### src/rtl/pwr_seq_pkg.sv
package pwr_seq_pkg;

    localparam int CH_NUM   = 4;
    localparam int CH_IDX_W = 2;

    typedef enum logic [2:0] {
        ST_IDLE,
        ST_ON_WAIT,
        ST_ON_GAP,
        ST_FULL,
        ST_OFF_WAIT,
        ST_OFF_GAP
    } seq_state_e;

    // Command from the controller to the enable bank
    typedef struct packed {
        logic                clr_all;
        logic                set_one;
        logic                clr_one;
        logic [CH_IDX_W-1:0] idx;
    } en_cmd_t;

    function automatic logic state_is_busy(seq_state_e s);
        return (s == ST_ON_WAIT) || (s == ST_ON_GAP) ||
               (s == ST_OFF_WAIT) || (s == ST_OFF_GAP);
    endfunction

endpackage

### src/rtl/pwr_seq_timer.sv
module pwr_seq_timer #(
    parameter int W = 18
) (
    input  logic         clk,
    input  logic         rst,
    input  logic         load,
    input  logic [W-1:0] load_val,
    output logic         expired
);
    logic [W-1:0] cnt_q;

    always_ff @(posedge clk) begin
        if (rst)
            cnt_q <= '0;
        else if (load)
            cnt_q <= load_val;
        else if (cnt_q != '0)
            cnt_q <= cnt_q - 1'b1;
    end

    assign expired = (cnt_q == '0);
endmodule

### src/rtl/pwr_seq_gap_sel.sv
module pwr_seq_gap_sel
    import pwr_seq_pkg::*;
#(
    parameter int CNT_W   = 16,
    parameter int MIN_GAP = 2,
    parameter int TMR_W   = CNT_W + 2
) (
    input  logic [CH_NUM-2:0][CNT_W-1:0] gaps,
    input  logic [CNT_W-1:0]             start_dly,
    input  logic                         use_start,
    input  logic [CH_IDX_W-1:0]          sel,
    output logic [TMR_W-1:0]             load_val
);
    localparam logic [TMR_W-1:0] GAP_BIAS = TMR_W'(MIN_GAP - 1);

    logic [CNT_W-1:0] gap_pick;

    always_comb begin
        gap_pick = '0;
        for (int k = 0; k < CH_NUM - 1; k++) begin
            if (sel == CH_IDX_W'(k))
                gap_pick = gaps[k];
        end
    end

    always_comb begin
        if (use_start)
            load_val = TMR_W'(start_dly);
        else
            load_val = TMR_W'(gap_pick) + GAP_BIAS;
    end
endmodule

### src/rtl/pwr_seq_en_bank.sv
module pwr_seq_en_bank
    import pwr_seq_pkg::*;
(
    input  logic              clk,
    input  logic              rst,
    input  en_cmd_t           cmd,
    output logic [CH_NUM-1:0] en
);
    for (genvar g = 0; g < CH_NUM; g++) begin : g_ch
        always_ff @(posedge clk) begin
            if (rst || cmd.clr_all)
                en[g] <= 1'b0;
            else if (cmd.set_one && (cmd.idx == CH_IDX_W'(g)))
                en[g] <= 1'b1;
            else if (cmd.clr_one && (cmd.idx == CH_IDX_W'(g)))
                en[g] <= 1'b0;
        end
    end
endmodule

### src/rtl/pwr_seq_fsm.sv
module pwr_seq_fsm
    import pwr_seq_pkg::*;
(
    input  logic                clk,
    input  logic                rst,
    input  logic                supply_ok,
    input  logic                seq_req,
    input  logic                expired,
    output logic                load,
    output logic                use_start,
    output logic [CH_IDX_W-1:0] gap_sel,
    output en_cmd_t             cmd,
    output logic                busy,
    output logic                done
);
    localparam logic [CH_IDX_W-1:0] LAST = CH_IDX_W'(CH_NUM - 1);

    seq_state_e          st_q, st_d;
    logic [CH_IDX_W-1:0] stg_q, stg_d;
    logic [CH_IDX_W-1:0] stg_up, stg_dn;

    assign stg_up = stg_q + 1'b1;
    assign stg_dn = stg_q - 1'b1;

    always_comb begin
        st_d      = st_q;
        stg_d     = stg_q;
        load      = 1'b0;
        use_start = 1'b0;
        gap_sel   = '0;
        cmd       = '0;
        if (!supply_ok && (st_q != ST_IDLE)) begin
            cmd.clr_all = 1'b1;
            st_d        = ST_IDLE;
        end else begin
            unique case (st_q)
                ST_IDLE: begin
                    if (supply_ok && seq_req) begin
                        load      = 1'b1;
                        use_start = 1'b1;
                        st_d      = ST_ON_WAIT;
                    end
                end
                ST_ON_WAIT: begin
                    if (!seq_req) begin
                        st_d = ST_IDLE;
                    end else if (expired) begin
                        cmd.set_one = 1'b1;
                        cmd.idx     = '0;
                        stg_d       = '0;
                        load        = 1'b1;
                        gap_sel     = '0;
                        st_d        = ST_ON_GAP;
                    end
                end
                ST_ON_GAP: begin
                    if (expired) begin
                        cmd.set_one = 1'b1;
                        cmd.idx     = stg_up;
                        stg_d       = stg_up;
                        if (stg_up == LAST) begin
                            st_d = ST_FULL;
                        end else begin
                            load    = 1'b1;
                            gap_sel = stg_up;
                        end
                    end
                end
                ST_FULL: begin
                    if (!seq_req) begin
                        load      = 1'b1;
                        use_start = 1'b1;
                        st_d      = ST_OFF_WAIT;
                    end
                end
                ST_OFF_WAIT: begin
                    if (expired) begin
                        cmd.clr_one = 1'b1;
                        cmd.idx     = LAST;
                        stg_d       = LAST;
                        load        = 1'b1;
                        gap_sel     = LAST - 1'b1;
                        st_d        = ST_OFF_GAP;
                    end
                end
                ST_OFF_GAP: begin
                    if (expired) begin
                        cmd.clr_one = 1'b1;
                        cmd.idx     = stg_dn;
                        stg_d       = stg_dn;
                        if (stg_dn == '0) begin
                            st_d = ST_IDLE;
                        end else begin
                            load    = 1'b1;
                            gap_sel = stg_dn - 1'b1;
                        end
                    end
                end
                default: st_d = ST_IDLE;
            endcase
        end
    end

    always_ff @(posedge clk) begin
        if (rst) begin
            st_q  <= ST_IDLE;
            stg_q <= '0;
        end else begin
            st_q  <= st_d;
            stg_q <= stg_d;
        end
    end

    assign busy = state_is_busy(st_q);
    assign done = (st_q == ST_FULL);
endmodule

### src/rtl/pwr_seq_ctrl.sv
module pwr_seq_ctrl
    import pwr_seq_pkg::*;
#(
    parameter int CNT_W   = 16,
    parameter int MIN_GAP = 2
) (
    input  logic              clk,
    input  logic              rst,
    input  logic              supply_ok,
    input  logic              seq_req,
    input  logic [CNT_W-1:0]  start_dly,
    input  logic [CNT_W-1:0]  gap_ab,
    input  logic [CNT_W-1:0]  gap_bc,
    input  logic [CNT_W-1:0]  gap_cd,
    output logic [CH_NUM-1:0] en_out,
    output logic              busy,
    output logic              done
);
    localparam int TMR_W = CNT_W + 2;

    logic [CH_NUM-2:0][CNT_W-1:0] gaps;
    logic                         load, use_start, expired;
    logic [CH_IDX_W-1:0]          gap_sel;
    logic [TMR_W-1:0]             load_val;
    en_cmd_t                      cmd;

    assign gaps[0] = gap_ab;
    assign gaps[1] = gap_bc;
    assign gaps[2] = gap_cd;

    pwr_seq_fsm u_fsm (
        .clk       (clk),
        .rst       (rst),
        .supply_ok (supply_ok),
        .seq_req   (seq_req),
        .expired   (expired),
        .load      (load),
        .use_start (use_start),
        .gap_sel   (gap_sel),
        .cmd       (cmd),
        .busy      (busy),
        .done      (done)
    );

    pwr_seq_gap_sel #(
        .CNT_W   (CNT_W),
        .MIN_GAP (MIN_GAP),
        .TMR_W   (TMR_W)
    ) u_gap_sel (
        .gaps      (gaps),
        .start_dly (start_dly),
        .use_start (use_start),
        .sel       (gap_sel),
        .load_val  (load_val)
    );

    pwr_seq_timer #(
        .W (TMR_W)
    ) u_timer (
        .clk      (clk),
        .rst      (rst),
        .load     (load),
        .load_val (load_val),
        .expired  (expired)
    );

    pwr_seq_en_bank u_en_bank (
        .clk (clk),
        .rst (rst),
        .cmd (cmd),
        .en  (en_out)
    );
endmodule

### config.mk
export PLATFORM = sky130hd
export DESIGN_NAME = pwr_seq_ctrl
export DESIGN_NICKNAME = d
export VERILOG_FILES = /design/src/rtl/pwr_seq_pkg.sv /design/src/rtl/pwr_seq_timer.sv /design/src/rtl/pwr_seq_gap_sel.sv /design/src/rtl/pwr_seq_en_bank.sv /design/src/rtl/pwr_seq_fsm.sv /design/src/rtl/pwr_seq_ctrl.sv
export SDC_FILE = /design/constraint.sdc
export NUM_CORES = 1
export LEC_CHECK = 0
export BUFFER_PORTS_ARGS = -buffer_cell sky130_fd_sc_hd__buf_4
export CAP_MARGIN = 20
export CORE_MARGIN = 1.5
export CORE_UTILIZATION = 58
export DETAILED_ROUTE_END_ITERATION = 12
export PLACE_DENSITY = 0.95
export RECOVER_POWER = 25
export SYNTH_ARGS = -nofsm -noshare
export SYNTH_HDL_FRONTEND = slang
export SYNTH_SLANG_ARGS = --single-unit
### constraint.sdc
create_clock -name clk -period 6.9 [get_ports clk]
set_clock_uncertainty 0.2 [all_clocks]
set_input_delay 0 -clock clk [delete_from_list [all_inputs] [get_ports clk]]
set_output_delay 0 -clock clk [all_outputs]
set_load 0.01 [all_outputs]
==> results.md <==
* Number of synthesized flops with an enable pin at 0
* Warnings from Yosys at 0
* TritonRoute pass-1 iters at 5
* N_diodes at 0
* CP max FO at 19
* Worst EP arrival at about 5.1 ns
* Synth area leaders: dfxtp_1, a21oi_1, nand2_1, xnor2_1, nor2_1
* Pwr/cell area at 214 mW/mm^2
* Leading cell type in the layout, fill and taps excluded: buf_4
* Fin crit share at 73.5%
* Most frequent cells in the layout: buf_4, nand2_1, nor2_1
* Worst setup EP type: register
* Post-Route Utilization at between 70% and 80%
* Sw frac at 44.5%
* Vias in the first global route at ~3.2k
* CTS tree: yes
* Root buf cell: clkbuf_8
* Worst path required time at just under 7 ns
* GP Congestion at between 0.9 and 1
* FF+latch area at between 500 and 600 sq um
* CTS buffer count at 3
* Setup Fix Bufs, Post-CTS at 0
* Max VDD drop at about 0.11 mV
* Drt total wl at about 9300 um
* Die width at 71.9 um
* Gr usage total at between 30% and 40%
* Filler Cells Inserted at approximately 330
* Relative slew slack at 52.0%
* Row Count at 24
* Via/cell ratio at 6.76
* Internal power at roughly 420 uW
* Clock Power Share at between 10% and 20%
* Die Area at around 0.0052 sq mm
* Multi-input logic area at roughly 0.0021 sq mm
* Outcome: completed
* Sequential share of the synthesized area at roughly 20%
* Mapped cell area at 0.00276 sq mm
* DRC Markers at 0
* Synth Area per Inst at roughly 7.3 sq um
* Die Ht at just over 70 um
* Cts hold-fix bufs at 24
* HPWL Detailed at ~6600 um
* Worst hold path class: in -> reg
* Maximum clock frequency at between 0.15 and 0.2 GHz
* Initial antenna violation count at 0
* Initial core utilization at about 62%
* Vias at roughly 3.5k
* Share of the synthesized area in the top cell type at between 10% and 20%
* Synth Instances at about 380
* P_sw at around 340 uW
* Share of post-route cells with drive strength above 1 at 21.1%
* Leakage at between 1 and 1.5 nW
* Synth Flop Type: dfxtp_1
* CTS Buffer Depth at 2
* Sum Neg Setup Slack at 0 ns
* Max-slew violations at 0
* Worst setup SP type: register
* Final hold violations at 0
* Worst hold slack at approximately 0.00011 ns
* CTS sink cnt at 27
* Sequential share of power at between 30% and 40%
* Core Region at between 0.004 and 0.005 sq mm
* Largest net degree at the start of global routing at 23
* Worst-Skew Late Latency at around 0.28 ns
* Ys async rst share at 0%
* IO Pins at 74
* H-tree Lvls at 1
* Global-route wire length before repair at roughly 15000 um
* WL/cell at 18.3 um
* Final nets at 536
* Finish-stage setup viols at 0
* Area growth, synth to finish at 28.5%
* CTS resizes at 0
* Drt initial violations at roughly 440
* Comb pwr share at 54.1%
* Synth cell types at 68
* Port Buf Inserts at 73
* Synth Register Bits at 27
* Worst-Margin Slew at between 0.7 and 0.8 ns
* Mapped Nets at between 400 and 500
* Min Tclk post-route at a little over 5 ns
* CP Class: reg -> reg
* Area leader, netlist: dfxtp_1
* Max cap viols at 0
* Clock slew seen by the registers of the worst setup and hold paths at approximately 0.10 ns
* Number of nets with antenna violations after routing at 0
* Grt ovf at 0
* RSZ-0062 raised after global routing: false
## cells by family (layout without fill, tap and decap cells)
family	count (synthesis)	in the layout	share of synthesized area (%)
simple gates	160	160	32.1
compound gates	113	113	27.2
buf+inv	34	114	5.18
xor+xnor	28	28	8.90
flops	27	27	19.6
mux	9	9	3.32
fa+ha+maj	8	8	3.63
## worst max-delay path: stages, from the launching register on
cell and delay [ns]:
dfxtp_1 0.72, nand2b_1 0.22, a21oi_1 0.09, a21oi_1 0.42
a21oi_1 0.14, a211o_1 0.32, inv_1 0.11, ha_1 0.19
nand3_1 0.11, or3b_1 0.42, or4b_1 0.58, xnor2_1 0.20
a2111oi_0 0.66, dlygate4sd3_1 0.64
## per-layer routing
layer  GRT usage [%]  share of wire (%)  vias up
li1                -                  -     1550
met1            47.1                 39     1584
met2            56.0                 45      274
met3            7.92                 12       47
met4            14.5                3.7        0
met5               0                  0        -
## final timing paths
| path | startpoint | to | slack [ns] | cells after the start |
|---|---|---|---|---|
| min reg2reg | u_en_bank.en[1] | u_en_bank.en[1] | 0.29 | 2 |
| max | u_fsm.st_q[1] | u_timer.cnt_q[12] | 1.83 | 13 |
| max reg2reg | u_fsm.st_q[1] | u_timer.cnt_q[12] | 1.83 | 13 |
| min | gap_cd[13] | u_timer.cnt_q[13] | 0.0001 | 4 |
## cells in the mapped netlist (4+ instances only)
master,n
nand2_1,45
nor2_1,38
a21oi_1,36
dfxtp_1,27
xnor2_1,19
o21ai_0,17
clkbuf_1,16
inv_1,12
o22ai_1,11
nand3_1,10
xor2_1,9
a22oi_1,8
ha_1,8
mux2i_1,8
nand2b_1,6
nand4_1,6
nor3_1,6
a2111oi_0,5
a31oi_1,5
and3_1,5
a32oi_1,4
and2_1,4
nor4_1,4
or3_1,4
## through the flow
step | worst slack (ns) | std cells | power, mW | area (sq um)
floorplan | 3.24 | 379 | 0.519 | 2760
global placement | 3.05 | 483 | 0.603 | 3280
detailed placement | 2.86 | 483 | 0.619 | 3280
CTS | 2.30 | 511 | 0.732 | 3560
global route | 1.66 | 511 | 0.802 | 3540
finish | 1.83 | 511 | 0.758 | 3540
## registers in the layout (all words and copies together) (netlist names)
| name | count |
|---|---|
| u_timer.cnt_q | 18 |
| u_fsm.stg_q | 2 |
| u_fsm.st_q | 3 |
| u_en_bank.en | 4 |
## power groups by stage
stage | registers (mW) | clock network (mW) | logic, mW
after floorplan | 0.229 | 0 | 0.290
after global routing | 0.254 | 0.102 | 0.446
after detailed placement | 0.250 | 0 | 0.369
final | 0.251 | 0.0969 | 0.410
after CTS | 0.247 | 0.0937 | 0.391
after global placement | 0.246 | 0 | 0.357
## final cells by class
| type | count | area share (%) |
|---|---|---|
| clock buffers | 3 | 1.17 |
| clock inverters | 1 | 0.141 |
| inverters | 12 | 1.27 |
| multi-input cells | 318 | 58.5 |
| flip-flops and latches | 27 | 15.3 |
| well taps | 52 | 1.84 |
| repair buffers | 98 | 21.8 |
No activity file was read; power rests on OpenSTA's default activity.
